`src/rtl/irqscan_pkg.sv`:
```
package irqscan_pkg;

  localparam int ENTRY_W   = 64;
  localparam int BIT_MASK  = 16;
  localparam int BIT_TRIG  = 15;
  localparam int BIT_POL   = 13;
  localparam int BIT_DMODE = 11;
  localparam int DLV_LO    = 8;
  localparam int DEST_LO   = 56;
  localparam logic [2:0] DLV_EXTERNAL = 3'd7;

  typedef struct packed {
    logic       capture;     // latch the selected pin's message
    logic       takeExtVec;  // overwrite vector with external one
  } scanStrobe_t;

  typedef struct packed {
    logic [7:0] dest;
    logic       destMode;
    logic [2:0] delivMode;
    logic [7:0] vector;
    logic       polarity;
    logic       trigger;
  } msgFields_t;

  typedef enum logic [1:0] {
    ST_IDLE = 2'd0,
    ST_ACK  = 2'd1,
    ST_SEND = 2'd2
  } scanState_t;

endpackage

```
`src/rtl/irqscan_datapath.sv`:
```
module irqscan_datapath
  import irqscan_pkg::*;
#(
  parameter int NUM_PINS  = 24,
  parameter int REMAP_DST = 2,
  localparam int PIN_W    = $clog2(NUM_PINS)
) (
  input  logic                          clk,
  input  logic                          rst_n,
  input  logic [NUM_PINS-1:0]           irqLines,
  input  logic [NUM_PINS*ENTRY_W-1:0]   redirTable,
  input  logic                          remapLine0En,
  input  logic [7:0]                    extVector,
  input  scanStrobe_t                   strobe,
  output logic                          anyCand,
  output logic                          candExternal,
  output msgFields_t                    msg
);

  logic [ENTRY_W-1:0]  entry [NUM_PINS];
  logic [NUM_PINS-1:0] maskBit, levelBit, effLine, lineQ, rise, pend, cand, clearHit;
  logic [PIN_W-1:0]    selIdx;
  logic [ENTRY_W-1:0]  selEntry;

  // per-pin entry slicing and line routing
  for (genvar i = 0; i < NUM_PINS; i++) begin : g_pin
    assign entry[i]    = redirTable[i*ENTRY_W +: ENTRY_W];
    assign maskBit[i]  = entry[i][BIT_MASK];
    assign levelBit[i] = entry[i][BIT_TRIG];
    if (i == 0) begin : g_src
      assign effLine[i] = remapLine0En ? 1'b0 : irqLines[0];
    end else if (i == REMAP_DST) begin : g_dst
      assign effLine[i] = remapLine0En ? irqLines[0] : irqLines[i];
    end else begin : g_plain
      assign effLine[i] = irqLines[i];
    end
    assign rise[i]     = effLine[i] & ~lineQ[i];
    assign clearHit[i] = strobe.capture && (selIdx == PIN_W'(i));

    always_ff @(posedge clk) begin
      if (!rst_n)           pend[i] <= 1'b0;
      else if (levelBit[i]) pend[i] <= effLine[i];
      else                  pend[i] <= rise[i] | (pend[i] & ~clearHit[i]);
    end
  end

  always_ff @(posedge clk) begin
    if (!rst_n) lineQ <= '0;
    else        lineQ <= effLine;
  end

  assign cand    = pend & ~maskBit;
  assign anyCand = |cand;

  // lowest-numbered candidate wins
  always_comb begin
    selIdx = '0;
    for (int i = NUM_PINS - 1; i >= 0; i--) begin
      if (cand[i]) selIdx = PIN_W'(i);
    end
  end

  assign selEntry     = entry[selIdx];
  assign candExternal = selEntry[DLV_LO +: 3] == DLV_EXTERNAL;

  always_ff @(posedge clk) begin
    if (!rst_n) begin
      msg <= '0;
    end else if (strobe.capture) begin
      msg.dest      <= selEntry[DEST_LO +: 8];
      msg.destMode  <= selEntry[BIT_DMODE];
      msg.delivMode <= selEntry[DLV_LO +: 3];
      msg.vector    <= selEntry[7:0];
      msg.polarity  <= selEntry[BIT_POL];
      msg.trigger   <= selEntry[BIT_TRIG];
    end else if (strobe.takeExtVec) begin
      msg.vector    <= extVector;
    end
  end

  // issuing an edge-mode pin without a fresh edge leaves it idle
  a_r4_edge_clear: assert property (@(posedge clk) disable iff (!rst_n)
    strobe.capture && !selEntry[BIT_TRIG] && !rise[selIdx]
      |=> !pend[$past(selIdx)] || levelBit[$past(selIdx)]);

endmodule

```
`src/rtl/irqscan_ctrl.sv`:
```
module irqscan_ctrl
  import irqscan_pkg::*;
(
  input  logic        clk,
  input  logic        rst_n,
  input  logic        anyCand,
  input  logic        candExternal,
  input  logic        msgReady,
  input  logic        extAckDone,
  output scanStrobe_t strobe,
  output logic        msgValid,
  output logic        extAckReq
);

  scanState_t state, nextState;

  always_comb begin
    nextState         = state;
    strobe            = '0;
    unique case (state)
      ST_IDLE: if (anyCand) begin
        strobe.capture = 1'b1;
        nextState      = candExternal ? ST_ACK : ST_SEND;
      end
      ST_ACK: if (extAckDone) begin
        strobe.takeExtVec = 1'b1;
        nextState         = ST_SEND;
      end
      ST_SEND: if (msgReady) nextState = ST_IDLE;
      default: nextState = ST_IDLE;
    endcase
  end

  always_ff @(posedge clk) begin
    if (!rst_n) state <= ST_IDLE;
    else        state <= nextState;
  end

  assign msgValid  = state == ST_SEND;
  assign extAckReq = state == ST_ACK;

  // after reset the handshake outputs start quiet
  a_r1_reset_quiet: assert property (@(posedge clk)
    $past(!rst_n) |-> !msgValid && !extAckReq);

endmodule

```
`src/rtl/irq_pin_scanner.sv`:
```
module irq_pin_scanner
  import irqscan_pkg::*;
#(
  parameter int NUM_PINS  = 24,
  parameter int REMAP_DST = 2
) (
  input  logic                        clk,
  input  logic                        rst_n,
  input  logic [NUM_PINS-1:0]         irqLines,
  input  logic [NUM_PINS*ENTRY_W-1:0] redirTable,
  input  logic                        remapLine0En,
  output logic                        msgValid,
  input  logic                        msgReady,
  output logic [7:0]                  msgDest,
  output logic                        msgDestMode,
  output logic [2:0]                  msgDelivMode,
  output logic [7:0]                  msgVector,
  output logic                        msgPolarity,
  output logic                        msgTrigger,
  output logic                        extAckReq,
  input  logic                        extAckDone,
  input  logic [7:0]                  extVector
);

  scanStrobe_t strobe;
  msgFields_t  msg;
  logic        anyCand, candExternal;

  irqscan_datapath #(.NUM_PINS(NUM_PINS), .REMAP_DST(REMAP_DST)) u_dp (
    .clk(clk), .rst_n(rst_n), .irqLines(irqLines), .redirTable(redirTable),
    .remapLine0En(remapLine0En), .extVector(extVector), .strobe(strobe),
    .anyCand(anyCand), .candExternal(candExternal), .msg(msg)
  );

  irqscan_ctrl u_ctrl (
    .clk(clk), .rst_n(rst_n), .anyCand(anyCand), .candExternal(candExternal),
    .msgReady(msgReady), .extAckDone(extAckDone), .strobe(strobe),
    .msgValid(msgValid), .extAckReq(extAckReq)
  );

  assign msgDest      = msg.dest;
  assign msgDestMode  = msg.destMode;
  assign msgDelivMode = msg.delivMode;
  assign msgVector    = msg.vector;
  assign msgPolarity  = msg.polarity;
  assign msgTrigger   = msg.trigger;

  // a stalled message keeps its valid and its fields
  a_r7_hold: assert property (@(posedge clk) disable iff (!rst_n)
    msgValid && !msgReady |=> msgValid && $stable(msg));

  // acknowledge and offer never overlap
  a_r9_exclusive: assert property (@(posedge clk) disable iff (!rst_n)
    !(msgValid && extAckReq));

  // the acknowledged vector is what gets offered
  a_r9_ext_vector: assert property (@(posedge clk) disable iff (!rst_n)
    extAckReq && extAckDone |=> msgValid && msgVector == $past(extVector));

endmodule

```
`config.mk`:
```
export PLATFORM = sky130hd
export DESIGN_NAME = irq_pin_scanner
export DESIGN_NICKNAME = d
export VERILOG_FILES = /design/src/rtl/irqscan_pkg.sv /design/src/rtl/irqscan_datapath.sv /design/src/rtl/irqscan_ctrl.sv /design/src/rtl/irq_pin_scanner.sv
export SDC_FILE = /design/constraint.sdc
export NUM_CORES = 1
export LEC_CHECK = 0
export CORE_AREA = 2 2 613 615
export DETAILED_ROUTE_END_ITERATION = 7
export DIE_AREA = 0 0 615 617
export DONT_BUFFER_PORTS = 1
export PLACE_DENSITY = 0.3
export SYNTH_ARGS = -nofsm -noshare
export SYNTH_HDL_FRONTEND = slang
export SYNTH_SLANG_ARGS = --single-unit
export TNS_END_PERCENT = 5
```
`constraint.sdc`:
```
create_clock -name clk -period 8.9 [get_ports clk]
set_input_delay 0.89 -clock clk [delete_from_list [all_inputs] [get_ports clk]]
set_output_delay 0.89 -clock clk [all_outputs]
set_load 0.005 [all_outputs]
```
### Word level (Yosys, flattened, before mapping)

Index checks and enable logic that the tools add are counted.

| cells by class | value |
|---|---|
| magnitude comparators | 1 |
| eq/ne operators | 29 |
| mux-type cells | 64 |
| bitwise logic cells | 123 |
| reduce and logical (&&, ||, !) cells | 29 |

Operator list:

| kind | count |
|---|---|
| 64-bit binary-select mux with 5-bit select | 1 |
| 64-bit two-way mux | 2 |
| 5-bit two-way mux | 24 |
| 1-bit AND | 48 |
| 1-bit inverter | 48 |
| 5-bit by 4-bit equality test with 1-bit output, second input constant | 8 |
| 5-bit equality test, second input constant | 8 |
| 1-bit two-way mux | 30 |
| 24-bit AND | 1 |
| 1-bit logical AND | 24 |
| 24-bit inverter | 1 |
| 1-bit OR | 24 |
| 24-bit OR reduction | 1 |
| 5-bit by 3-bit equality test with 1-bit output, second input constant | 4 |
| 8-bit two-way mux | 2 |
| 5-bit by 2-bit equality test with 1-bit output, second input constant | 2 |
| 2-bit two-way mux | 4 |
| 6-bit greater-or-equal comparator, second input constant | 1 |
| 5-bit inverter with 6-bit output | 1 |
| 2-bit case mux with 3 select lines | 1 |
| 5-bit by 1-bit equality test with 1-bit output, second input constant | 1 |
| 5-bit zero test | 1 |
| 2-bit by 1-bit != test with 1-bit output, second input constant | 2 |
| 3-bit equality test, second input constant | 1 |
| other kinds (6) | 6 |

| storage, ports and cells | value |
|---|---|
| register bits after elaboration | 72 |
| input bits | 1573 |
| output and inout bits | 24 |
| word-level logic and storage cells | 278 |

### Logic depth before layout (Yosys ltp)

| depth | value |
|---|---|
| word-level depth | 34 |
| depth in mapped cells | 13 |
| mapped depth without buffers | 10 |

### Modules after synthesis

A second synthesis with hierarchy kept.

| second synthesis, totals | value |
|---|---|
| cells, all modules | 1052 |
| area, all modules | 7836.3 µm² |

By module, submodules not included:

| module | instances | cells each | area an instance (µm²) | sequential area each (µm²) |
|---|---|---|---|---|
| irqscan_datapath | 1 | 1039 | 7716.2 | 1401.3 |
| irqscan_ctrl | 1 | 13 | 120.1 | 40.0 |

### Worst setup path before layout

No wires, ideal clock.

| path | value |
|---|---|
| path type | input-to-reg |
| from | input redirTable[656] |
| to | register u_ctrl.state[0] |
| library setup time | 0.096 ns |
| arrival time | 3.261 ns |
| required time | 8.804 ns |
| setup slack | 5.544 ns |
| stages | 11 |
| buffers on the path | 1 |
| cell sequence | nand2b_4 > a221oi_2 > o32ai_4 > a211oi_2 > buf_6 > o21ai_1 > nand4_1 > o311ai_0 > or4_4 > and2_4 > o41ai_2 |

| between the ends | value |
|---|---|
| word-level cells in the longest chain between the ends | 21 |
| elaborated cells between the ends (all ways) | 24 |
| classes of those cells | 2 x eq/ne; 17 x mux; 3 x bitwise; 2 x reduce/logical |

Ends and longest elaborated chain:

| element | RTL line | RTL |
|---|---|---|
| start, declared | irq_pin_scanner.sv:10 | `input logic [NUM_PINS*ENTRY_W-1:0] redirTable,` |
| 24-bit inverter * | irqscan_datapath.sv:52 | `assign cand = pend & ~maskBit;` |
| 24-bit AND * | irqscan_datapath.sv:52 |  |
| 5-bit two-way mux (11 in series) | irqscan_datapath.sv:59 | `if (cand[i]) selIdx = PIN_W'(i);` |
| 5-bit inverter with 6-bit output (implied by the code) | irqscan_datapath.sv:63 | `assign selEntry = entry[selIdx];` |
| 64-bit binary-select mux with 5-bit select | irqscan_datapath.sv:63 |  |
| 64-bit two-way mux (implied by the code) (2 in series) | irqscan_datapath.sv:63 |  |
| 3-bit equality test | irqscan_datapath.sv:64 | `assign candExternal = selEntry[DLV_LO +: 3] == DLV_EXTERNAL;` |
| 2-bit two-way mux | irqscan_ctrl.sv:23 | `nextState = candExternal ? ST_ACK : ST_SEND;` |
| 2-bit two-way mux | irqscan_ctrl.sv:21 | `ST_IDLE: if (anyCand) begin` |
| 2-bit case mux with 3 select lines | irqscan_ctrl.sv:20 | `unique case (state)` |
| end signal, assigned | irqscan_ctrl.sv:36 | `else state <= nextState;` |
| end, declared | irqscan_ctrl.sv:15 | `scanState_t state, nextState;` |

Mark *: on every way between the ends. The rest lies on a longest branch, timed or not. The select of a mux whose other input is x is not followed.
A chain may end at the register's enable or synchronous reset.

### Final worst setup path

| path | value |
|---|---|
| from | input redirTable[1360] |
| to | register u_dp.msg[15] (netlist name) |

| between the ends | value |
|---|---|
| word-level cells in the longest chain between the ends | 28 |
| elaborated cells between the ends (all ways) | 31 |
| classes of those cells | 27 x mux; 3 x bitwise; 1 x reduce/logical |

Ends and longest elaborated chain:

| element | RTL line |
|---|---|
| 24-bit inverter * | irqscan_datapath.sv:52 |
| 24-bit AND * | irqscan_datapath.sv:52 |
| 5-bit two-way mux (22 in series) | irqscan_datapath.sv:59 |
| 5-bit inverter with 6-bit output (implied by the code) | irqscan_datapath.sv:63 |
| 64-bit binary-select mux with 5-bit select | irqscan_datapath.sv:63 |
| 64-bit two-way mux (implied by the code) (2 in series) | irqscan_datapath.sv:63 |

Marks and branches as above.

==> results.md <==
- Buffers added on ports: 0
- CP Max Fanout: 16
- CP Capture Type: register
- Number of setup violations in the final report: 0
- Most common cell on crit path: nor3_1
- CP Launch Type: input pin
- Largest net degree at the start of global routing: 55
- Failing checks: design-rule violations, max-capacitance violations, max-slew violations
- DRC: 2
- Standard-cell rows: 225
- Ys async rst share: 0
- Die height: 617 µm
- Synth area leader: dfxtp_1
- Core box area: 374,000 µm²
- TritonCTS buffer count: 9
- CTS H-tree depth: 3
- Vias post-DR: 11,400
- Post-DP HPWL: 138 mm
- Seq cells post-synth: 72
- Final worst setup slack: 3610 ps
- Final worst-path cycle share: 0.595
- Peak VDD IR: 0.0962 mV
- Layout net count: 2,731
- Total routing usage reported by global routing: 0.0769
- Crit-path cells: nand2b_1, o211ai_1, a31o_1, a21oi_4, buf_4, o21ai_1, a21o_4, a221oi_1, o22ai_1, nor3_1, nor3_1
- Slowest CP cell: a221oi_1
- Routability cong.: 0.851
- Cell Pwr Density: 172 nW/µm²
- Setup CP Type: in2reg
- Antenna-violating nets left: 0
- Number of global-route vias before repair: 10,300
- Switching pwr: 1.54 mW
- Final clock skew: 16.7 ps
- Count of final hold-check violations: 0
- Routed wire length: 152 mm
- Share of cells above drive strength 1: 0.119
- Combinational share of power: 0.649
- Area share of the largest cell type after synthesis: 0.188
- Critical Path RT: 9150 ps
- TritonCTS clock tree: yes
- P&R area growth vs syn: 91.2%
- Sequential element share of the synthesized area: 0.188
- Int Power: 0.988 mW
- RSZ-0062 raised after global routing: no
- Post-CTS sizing: 0
- Max Buffers Root-to-Sink: 2
- First-pass GRT wire length: 174 mm
- Clk_lat worst skew: 390 ps
- Status: complete, but fails checks
- Chip Width: 615 µm
- Sw Ratio: 0.609
- Routed WL per cell: 24.5 µm
- Initial antenna violation count: 212
- Yosys warnings: 0
- Yosys cell types: 78
- Slew Viols, Final: 3
- Final critical-path required period: 5290 ps
- Top-count cell post-synth: nand2_1
- Max_cap viols: 1
- Synth top area cells: dfxtp_1 (19%), nand2_1 (13%), o21ai_0 (6.9%)
- Top_reg_cell synth: dfxtp_1
- Clock share of power: 0.161
- CTS root buf: clkbuf_16
- Synth top cells by count: nand2_1 (258), o21ai_0 (106), a21oi_1 (88), dfxtp_1 (72), clkbuf_1 (69)
- Total negative slack: 0 ps
- CTS clk-pin slew, worst paths: 80 ps
- DIE AREA: 379,000 µm²
- Clock sinks: 72
- Top Ports: 1,597
- Slew HR: -0.0800
- Slew @ Worst Pin: 1600 ps
- Global route total overflow: 0
- Total power: 2.53 mW
- Syn_area_per_cell: 6.55 µm²
- Max incr delay on CP: 950 ps
- DR iter-0 viols: 1,406
- Cells after Synth: 1,172
- Fmax: 189 MHz
- Sequential Power Share: 0.189
- Post-Place Setup Slack: 3150 ps
- Pre-antenna DRT Iters: 8
- CP arrival: 5540 ps
- Post-CTS Setup Bufs: 0
- Static Leak: 3.19 nW
- CTS Hold Buffers Added: 0
- Number of synthesized flops with an enable pin: 0
- Via-to-Cell Ratio: 1.84
- Initial Utilization: 0.0205
- Syn Nets: 2,745
- Post-synthesis cell area: 7670 µm²
- Worst Hold Class: reg2reg
## routing by layer
layer  track usage  wire, µm
met5      0.000126       652
met4        0.0165      4350
met3        0.0391     17700
met2         0.136     75000
met1        0.0805     54300
## state kept, by name (all words and copies together) (netlist names)
register      flops
u_dp.pend        24
u_ctrl.state      2
u_dp.msg         22
u_dp.lineQ       24
## cell type report
class / count / area (µm²)
flip-flops and latches: 72 / 1440
inverters: 32 / 120
fillers: 44600 / 359000
repair buffers: 74 / 588
multi-input cells: 969 / 5840
well taps: 4994 / 6250
clock inverters: 7 / 71.3
clock buffers: 9 / 225
diodes: 53 / 133
## power by group through the flow
| stage | clock [mW] | combinational (mW) | sequential [mW] |
|---|---|---|---|
| global placement | 0 | 1.71 | 0.501 |
| finish | 0.408 | 1.64 | 0.478 |
| detailed placement | 0 | 1.73 | 0.501 |
| floorplan | 0 | 0.683 | 0.418 |
| CTS | 0.429 | 1.73 | 0.493 |
| global route | 0.435 | 1.75 | 0.486 |
## logic make-up after synthesis
| logic type | count (synthesis) | synth area share |
|---|---|---|
| AOI/OAI and AO/OA | 485 | 0.433 |
| buffers and inverters | 131 | 0.0685 |
| DFF | 72 | 0.188 |
| muxes | 18 | 0.0241 |
| and+or+nand+nor | 466 | 0.287 |
## cell usage in the layout (no fill, tap or decap), drive strengths merged, types with 14 or more instances in the layout
cell type / synthesis / routed
a222oi: 15 / 15
nand3: 34 / 34
o22ai: 20 / 20
o21ai: 109 / 109
a31oi: 51 / 51
a221oi: 26 / 26
diode: 0 / 53
inv: 32 / 38
nand2: 258 / 258
a21o: 14 / 14
nor2b: 29 / 29
a22oi: 23 / 23
nor2: 45 / 45
a22o: 16 / 16
mux2i: 14 / 14
buf: 30 / 74
o211ai: 18 / 18
and2: 33 / 33
nand2b: 20 / 20
dfxtp: 72 / 72
o221ai: 35 / 35
a21oi: 89 / 89
## critical path, delay by kind of cell
| kind | cells | cell delay, ps |
|---|---|---|
| AO/OA/AOI/OAI | 7 | 2880 |
| buffers and inverters | 1 | 380 |
| AND/OR/NAND/NOR | 3 | 1310 |
## worst paths after layout
check / from / to / slack, ps / cells after the start
setup / recovery: redirTable[1360] / u_dp.msg[15] / 3610 / 11
hold reg to reg: u_dp.pend[12] / u_dp.pend[12] / 470 / 2
setup reg to reg: u_dp.pend[21] / u_dp.msg[15] / 3830 / 11
hold / removal: u_dp.pend[12] / u_dp.pend[12] / 470 / 2
## through the flow
step	instance area, µm²	hold WS [ps]	cells	util
floorplan	7670	440	1172	-
global placement	14200	458	6140	0.0381
detailed placement	14200	463	6141	0.0381
CTS	14500	470	6157	0.0389
global route	14600	486	6177	0.0391
finish	14700	472	6210	0.0393
No activity file was read; power rests on OpenSTA's default activity.
